<file path="src/rtl/bpstk_pkg.sv">
// Package: shared widths and the register-load target encoding.
// Assumes an 8-bit data path and a 16-bit address bus.
package bpstk_pkg;
    localparam int DW = 8;
    localparam int AW = 2 * DW;

    typedef enum logic [1:0] {
        SEL_BASE  = 2'd0,
        SEL_SPLO  = 2'd1,
        SEL_SPHI  = 2'd2,
        SEL_NONE  = 2'd3
    } wr_sel_e;
endpackage

</file>
<file path="src/rtl/bpstk_base_reg.sv">
// Module: base-page register and direct-page address former.
// Assumes loads come from the accumulator and land on the next edge.
module bpstk_base_reg #(
    parameter int DW = 8,
    parameter logic [DW-1:0] RST_VAL = '0
) (
    input  logic            clk,
    input  logic            rst_n,
    input  logic            ld,
    input  logic [DW-1:0]   ld_data,
    input  logic [DW-1:0]   off,
    output logic [DW-1:0]   base,
    output logic [2*DW-1:0] addr
);
    // Purpose: hold the base page, loaded on request.
    always_ff @(posedge clk) begin
        if (!rst_n)  base <= RST_VAL;
        else if (ld) base <= ld_data;
    end

    // Purpose: join the base page and the offset into one address.
    always_comb addr = {base, off};
endmodule

</file>
<file path="src/rtl/bpstk_sp_unit.sv">
// Module: stack pointer with page-wrapped and full-width stepping.
// Assumes at most one completed step per cycle; loads override per half.
module bpstk_sp_unit #(
    parameter int DW = 8,
    parameter logic [2*DW-1:0] RST_VAL = 16'h0100
) (
    input  logic            clk,
    input  logic            rst_n,
    input  logic            ext,
    input  logic            dec_go,
    input  logic            inc_go,
    input  logic            ld_lo,
    input  logic            ld_hi,
    input  logic [DW-1:0]   ld_data,
    output logic [2*DW-1:0] sp,
    output logic [2*DW-1:0] sp_inc
);
    localparam int AW = 2 * DW;

    logic [AW-1:0] sp_dec;
    logic [AW-1:0] sp_step;
    logic [AW-1:0] sp_nxt;

    // Purpose: compute the up and down steps for the active mode.
    always_comb begin
        if (ext) begin
            sp_inc = sp + AW'(1);
            sp_dec = sp - AW'(1);
        end else begin
            sp_inc = {sp[AW-1:DW], sp[DW-1:0] + DW'(1)};
            sp_dec = {sp[AW-1:DW], sp[DW-1:0] - DW'(1)};
        end
    end

    // Purpose: choose the step, then let a load override its own half.
    always_comb begin
        sp_step = dec_go ? sp_dec : (inc_go ? sp_inc : sp);
        sp_nxt  = sp_step;
        if (ld_lo) sp_nxt[DW-1:0]  = ld_data;
        if (ld_hi) sp_nxt[AW-1:DW] = ld_data;
    end

    // Purpose: hold the pointer.
    always_ff @(posedge clk) begin
        if (!rst_n) sp <= RST_VAL;
        else        sp <= sp_nxt;
    end
endmodule

</file>
<file path="src/rtl/bpstk_stall_ctl.sv">
// Module: extend bit and the one-cycle stall for full-width stack access.
// Assumes the requester holds a stalled stack request for one more cycle.
module bpstk_stall_ctl (
    input  logic clk,
    input  logic rst_n,
    input  logic set_cmd,
    input  logic clr_cmd,
    input  logic stk_req,
    output logic ext,
    output logic stall
);
    logic pend_q;

    // Purpose: hold the extend bit; clear wins over set.
    always_ff @(posedge clk) begin
        if (!rst_n)       ext <= 1'b0;
        else if (clr_cmd) ext <= 1'b0;
        else if (set_cmd) ext <= 1'b1;
    end

    // Purpose: stall the first cycle of a full-width stack request.
    always_comb stall = stk_req & ext & ~pend_q;

    // Purpose: remember that the extra cycle has been spent.
    always_ff @(posedge clk) begin
        if (!rst_n) pend_q <= 1'b0;
        else        pend_q <= stall;
    end
endmodule

</file>
<file path="src/rtl/bpstk_addr_gen.sv">
// Module: top of the relocatable direct-page and stack address generator.
// Assumes one decoder request per cycle; a push beats a simultaneous pull
// and a stack request beats a direct-page request.
module bpstk_addr_gen
    import bpstk_pkg::*;
#(
    parameter logic [DW-1:0] BASE_RST = 8'h00,
    parameter logic [AW-1:0] SP_RST   = 16'h0100
) (
    input  logic          clk,
    input  logic          rst_n,
    input  logic          wr_en,
    input  logic [1:0]    wr_sel,
    input  logic [DW-1:0] wr_data,
    input  logic          ext_set,
    input  logic          ext_clr,
    input  logic          push_req,
    input  logic          pull_req,
    input  logic          zp_req,
    input  logic [DW-1:0] zp_off,
    output logic [AW-1:0] mem_addr,
    output logic          addr_valid,
    output logic          stall,
    output logic          err,
    output logic [DW-1:0] base_page,
    output logic [AW-1:0] sp_out,
    output logic          ext_mode
);
    logic          stk_req;
    logic          push_go;
    logic          pull_go;
    logic          ld_base;
    logic          ld_lo;
    logic          ld_hi;
    logic [AW-1:0] zp_addr;
    logic [AW-1:0] sp_inc;

    // Purpose: decode the load target and the stack step enables.
    always_comb begin
        ld_base = wr_en && (wr_sel_e'(wr_sel) == SEL_BASE);
        ld_lo   = wr_en && (wr_sel_e'(wr_sel) == SEL_SPLO);
        ld_hi   = wr_en && (wr_sel_e'(wr_sel) == SEL_SPHI);
        stk_req = push_req | pull_req;
        push_go = push_req & ~stall;
        pull_go = pull_req & ~push_req & ~stall;
        err     = push_req & pull_req;
    end

    bpstk_base_reg #(.DW(DW), .RST_VAL(BASE_RST)) base_i (
        .clk     (clk),
        .rst_n   (rst_n),
        .ld      (ld_base),
        .ld_data (wr_data),
        .off     (zp_off),
        .base    (base_page),
        .addr    (zp_addr)
    );

    bpstk_sp_unit #(.DW(DW), .RST_VAL(SP_RST)) sp_i (
        .clk     (clk),
        .rst_n   (rst_n),
        .ext     (ext_mode),
        .dec_go  (push_go),
        .inc_go  (pull_go),
        .ld_lo   (ld_lo),
        .ld_hi   (ld_hi),
        .ld_data (wr_data),
        .sp      (sp_out),
        .sp_inc  (sp_inc)
    );

    bpstk_stall_ctl stall_i (
        .clk     (clk),
        .rst_n   (rst_n),
        .set_cmd (ext_set),
        .clr_cmd (ext_clr),
        .stk_req (stk_req),
        .ext     (ext_mode),
        .stall   (stall)
    );

    // Purpose: select the output address by priority and flag its validity.
    always_comb begin
        if (push_req)      mem_addr = sp_out;
        else if (pull_req) mem_addr = sp_inc;
        else               mem_addr = zp_addr;
        addr_valid = stk_req ? ~stall : zp_req;
    end
endmodule

</file>
<file path="config.mk">
export PLATFORM = sky130hd
export DESIGN_NAME = bpstk_addr_gen
export DESIGN_NICKNAME = d
export VERILOG_FILES = /design/src/rtl/bpstk_pkg.sv /design/src/rtl/bpstk_base_reg.sv /design/src/rtl/bpstk_sp_unit.sv /design/src/rtl/bpstk_stall_ctl.sv /design/src/rtl/bpstk_addr_gen.sv
export SDC_FILE = /design/constraint.sdc
export NUM_CORES = 1
export LEC_CHECK = 0
export CAP_MARGIN = 15
export CORE_AREA = 5 5 87 109
export DETAILED_ROUTE_END_ITERATION = 12
export DIE_AREA = 0 0 92 114
export PLACE_DENSITY = 0.62
export SYNTH_ARGS = -nofsm -noshare
export SYNTH_HDL_FRONTEND = slang
export SYNTH_HIERARCHICAL = 1
export SYNTH_SLANG_ARGS = --single-unit
</file>
<file path="constraint.sdc">
create_clock -name clk -period 4 [get_ports clk]
set_input_delay 0.8 -clock clk [delete_from_list [all_inputs] [get_ports clk]]
set_output_delay 0.8 -clock clk [all_outputs]
set_load 0.01 [all_outputs]
</file>
==> metrics.csv <==
metric,value,unit
status,"complete, no violations",
Initial Util,28.8,%
Critical R2R Launch,stall_i/ext,
Routability Congestion,0.931,
Vias/cell,5.43,
final setup vio count,0,
Post-CTS Setup Bufs,0,
largest net degree at the start of global routing,37,
Slew HR,64.6,%
register bit total from synthesis,26,
sw frac,33.9,%
DRC viols,0,
vias in the first global route,2385,
reg2reg setup slack,1.45,ns
gr ovfl total,0,
Wirelength per Cell,17.5,µm
CP Max Fanout,9,
area grow syn2layout,28.8,%
Clock Power Share,24.3,%
Ys Warns,6,
Synth Area per Inst,7.84,µm²
all-layer global routing usage,14.8,%
Placed Cells,451,
WP buf/inv,2,
syn_nets,339,
Fin. Hold Viols,0,
Cell Pwr Density,291,nW/µm²
"EDFF count, synth",0,
Setup TNS,0,ns
ranking of synthesized cells by area,"dfxtp_1 21%, mux2i_1 11%, buf_4 5.2%, o21ai_0 5.1%, xnor2_1 4.7%",
period utilization,91.0,%
core area,8460,µm²
first-pass GRT wire length,12.3,mm
ratio of cells with drive above 1 in the final layout,9.01,%
min-delay src,stall_i/pend_q,
Post-synth ARST share,0,%
Routed WL,7.98,mm
Root Buffer Master,clkbuf_8,
skew final,0.00166,ns
most common cell in the netlist,nand2_1,
unique cell type count in the Yosys netlist,55,
Max Cap Violations,0,
RSZ-0062 raised after global routing,no,
First-pass DRT Iterations,5,
CTS tree,built,
die width,92,µm
Slew Limit Fails,0,
Final min period,3.64,ns
Overall Power,914,µW
Skew-Pair Late Insertion Delay,0.27,ns
DP HPWL,6.12,mm
Sequential Power Share,35.9,%
Die ar.,10500,µm²
P_sw,309,µW
Die Y,114,µm
PortBufs,69,
Hold WC Path Type,register to register,
Worst VDD drop,0.000155,V
ys flop type,dfxtp_1,
ANT cells,0,
"Core Util, Final",37.1,%
Post-Syn Instances,311,
Final ANT Viol Nets,0,
combinational share of power,39.8,%
Finished Layout Cells,455,
initial antenna violation count,0,
Arrival @ worst endpoint,2.84,ns
Top Ports,70,
clock slew at reported path FFs,0.10,ns
crit end category,primary output,
TritonCTS Buffers,3,
Internal,605,µW
H-tree Lvls,1,
sequential share of the synthesized area,21.3,%
startpoint types,register,
DRT iter0 DRCs,193,
Tightest Pin Transition,0.518,ns
synthesized area,2440,µm²
Worst setup startpoint,sp_i/sp[0],
Peak Freq,275,MHz
synth cell count leaders,"30 x nand2_1, 26 x dfxtp_1, 26 x mux2i_1",
Crit-path slowest cell,clkdlybuf4s50_1,
post-synth top area share,21.3,%
maximum clock path buffer count,2,
Leak,0.00115,µW
crit-path cells,ha_1 > inv_1 > nor2_2 > nand3_1 > xnor2_1 > mux2i_1 > o21ai_0 > clkdlybuf4s50_1,
cell accounting for the most synthesized area,dfxtp_1,
Crit path max-delay family,buffers and inverters,
Crit path required time,3.20,ns
vias after detailed routing,2471,
row count,38,
nets,384,
Clock Sinks,26,
Setup CP Type,register to primary output,
delay of the slowest critical-path stage,0.56,ns
==> worst paths after layout <==
path | to | cells after the start
worst min-delay path | stall_i/pend_q | 1
worst max-delay path | mem_addr[14] | 8
worst min register to register | stall_i/pend_q | 1
worst max register to register | sp_i/sp[15] | 10
==> what timing repair did <==
item / 4_1_cts / 5_1_grt
gates resized for setup: 0 / 1
hold buffers: 0 / 0
setup endpoints to repair: 0 / 1
==> per-layer routing <==
metal / part of all wire (%) / vias to the layer above / wire length [µm] / track usage, %
li1: - / 1185 / - / -
met1: 41 / 1173 / 3240 / 17.4
met2: 52 / 107 / 4180 / 27.8
met3: 6.1 / 6 / 489 / 2.37
met4: 1.0 / 0 / 82 / 3.17
met5: 0 / - / 0 / 0
==> state kept, by name (all words and copies together) (netlist names) <==
name	flops
base_i/base	8
sp_i/sp	16
stall_i/ext	1
stall_i/pend_q	1
==> power groups by stage <==
stage	Clock (µW)	Sequential (µW)	Combinational (µW)
after floorplan	0	314	243
after global placement	0	334	360
after detailed placement	0	334	362
after CTS	231	328	364
after global routing	240	333	395
final	223	328	364
==> final cells by class <==
class                      instances  area (µm²)
clock buffer                       3        41.3
tap                              100         125
clock inverter                     1        30.0
inverter                           7        26.3
sequential                        26         520
fill                             884        5320
multi-input combinational        236        1610
timing repair buffer              82         788
==> logic make-up (layout without fill, tap and decap cells) <==
kind of cell             count (synthesis)  in the layout  synth area share [%]
XOR/XNOR                                25             25                  8.98
flip-flops                              26             26                  21.3
buffers and inverters                   49             93                  12.7
multiplexers                            26             26                  10.7
AO/OA/AOI/OAI                           64             64                  17.8
adder cells (fa/ha/maj)                  2              2                  1.03
AND/OR/NAND/NOR                        119            119                  27.5
==> layout by cell type (no fill, tap or decap), types with 5 or more instances in the layout <==
master,netlist,final
and2_1,6,6
buf_4,17,13
clkdlybuf4s50_1,0,69
dfxtp_1,26,26
inv_1,6,6
mux2i_1,26,26
nand2_1,30,30
nand3_1,11,11
nand4_1,7,7
nor2_1,15,14
nor2b_1,13,13
nor3_1,10,10
nor4_1,5,5
o21ai_0,25,25
o221ai_1,6,6
xnor2_1,13,13
xor2_1,12,12
==> stage by stage <==
| step | cell area (µm²) | worst slack (ns) | hold slack, ns |
|---|---|---|---|
| 2_1_floorplan | 2440 | 1.04 | 0.413 |
| 4_1_cts | 3140 | 0.252 | 0.443 |
| 3_3_place_gp | 3070 | 0.558 | 0.425 |
| 3_5_place_dp | 3070 | 0.547 | 0.428 |
| 5_1_grt | 3140 | 0.147 | 0.468 |
| 6_report | 3140 | 0.362 | 0.447 |
No activity file was read; power rests on OpenSTA's default activity.
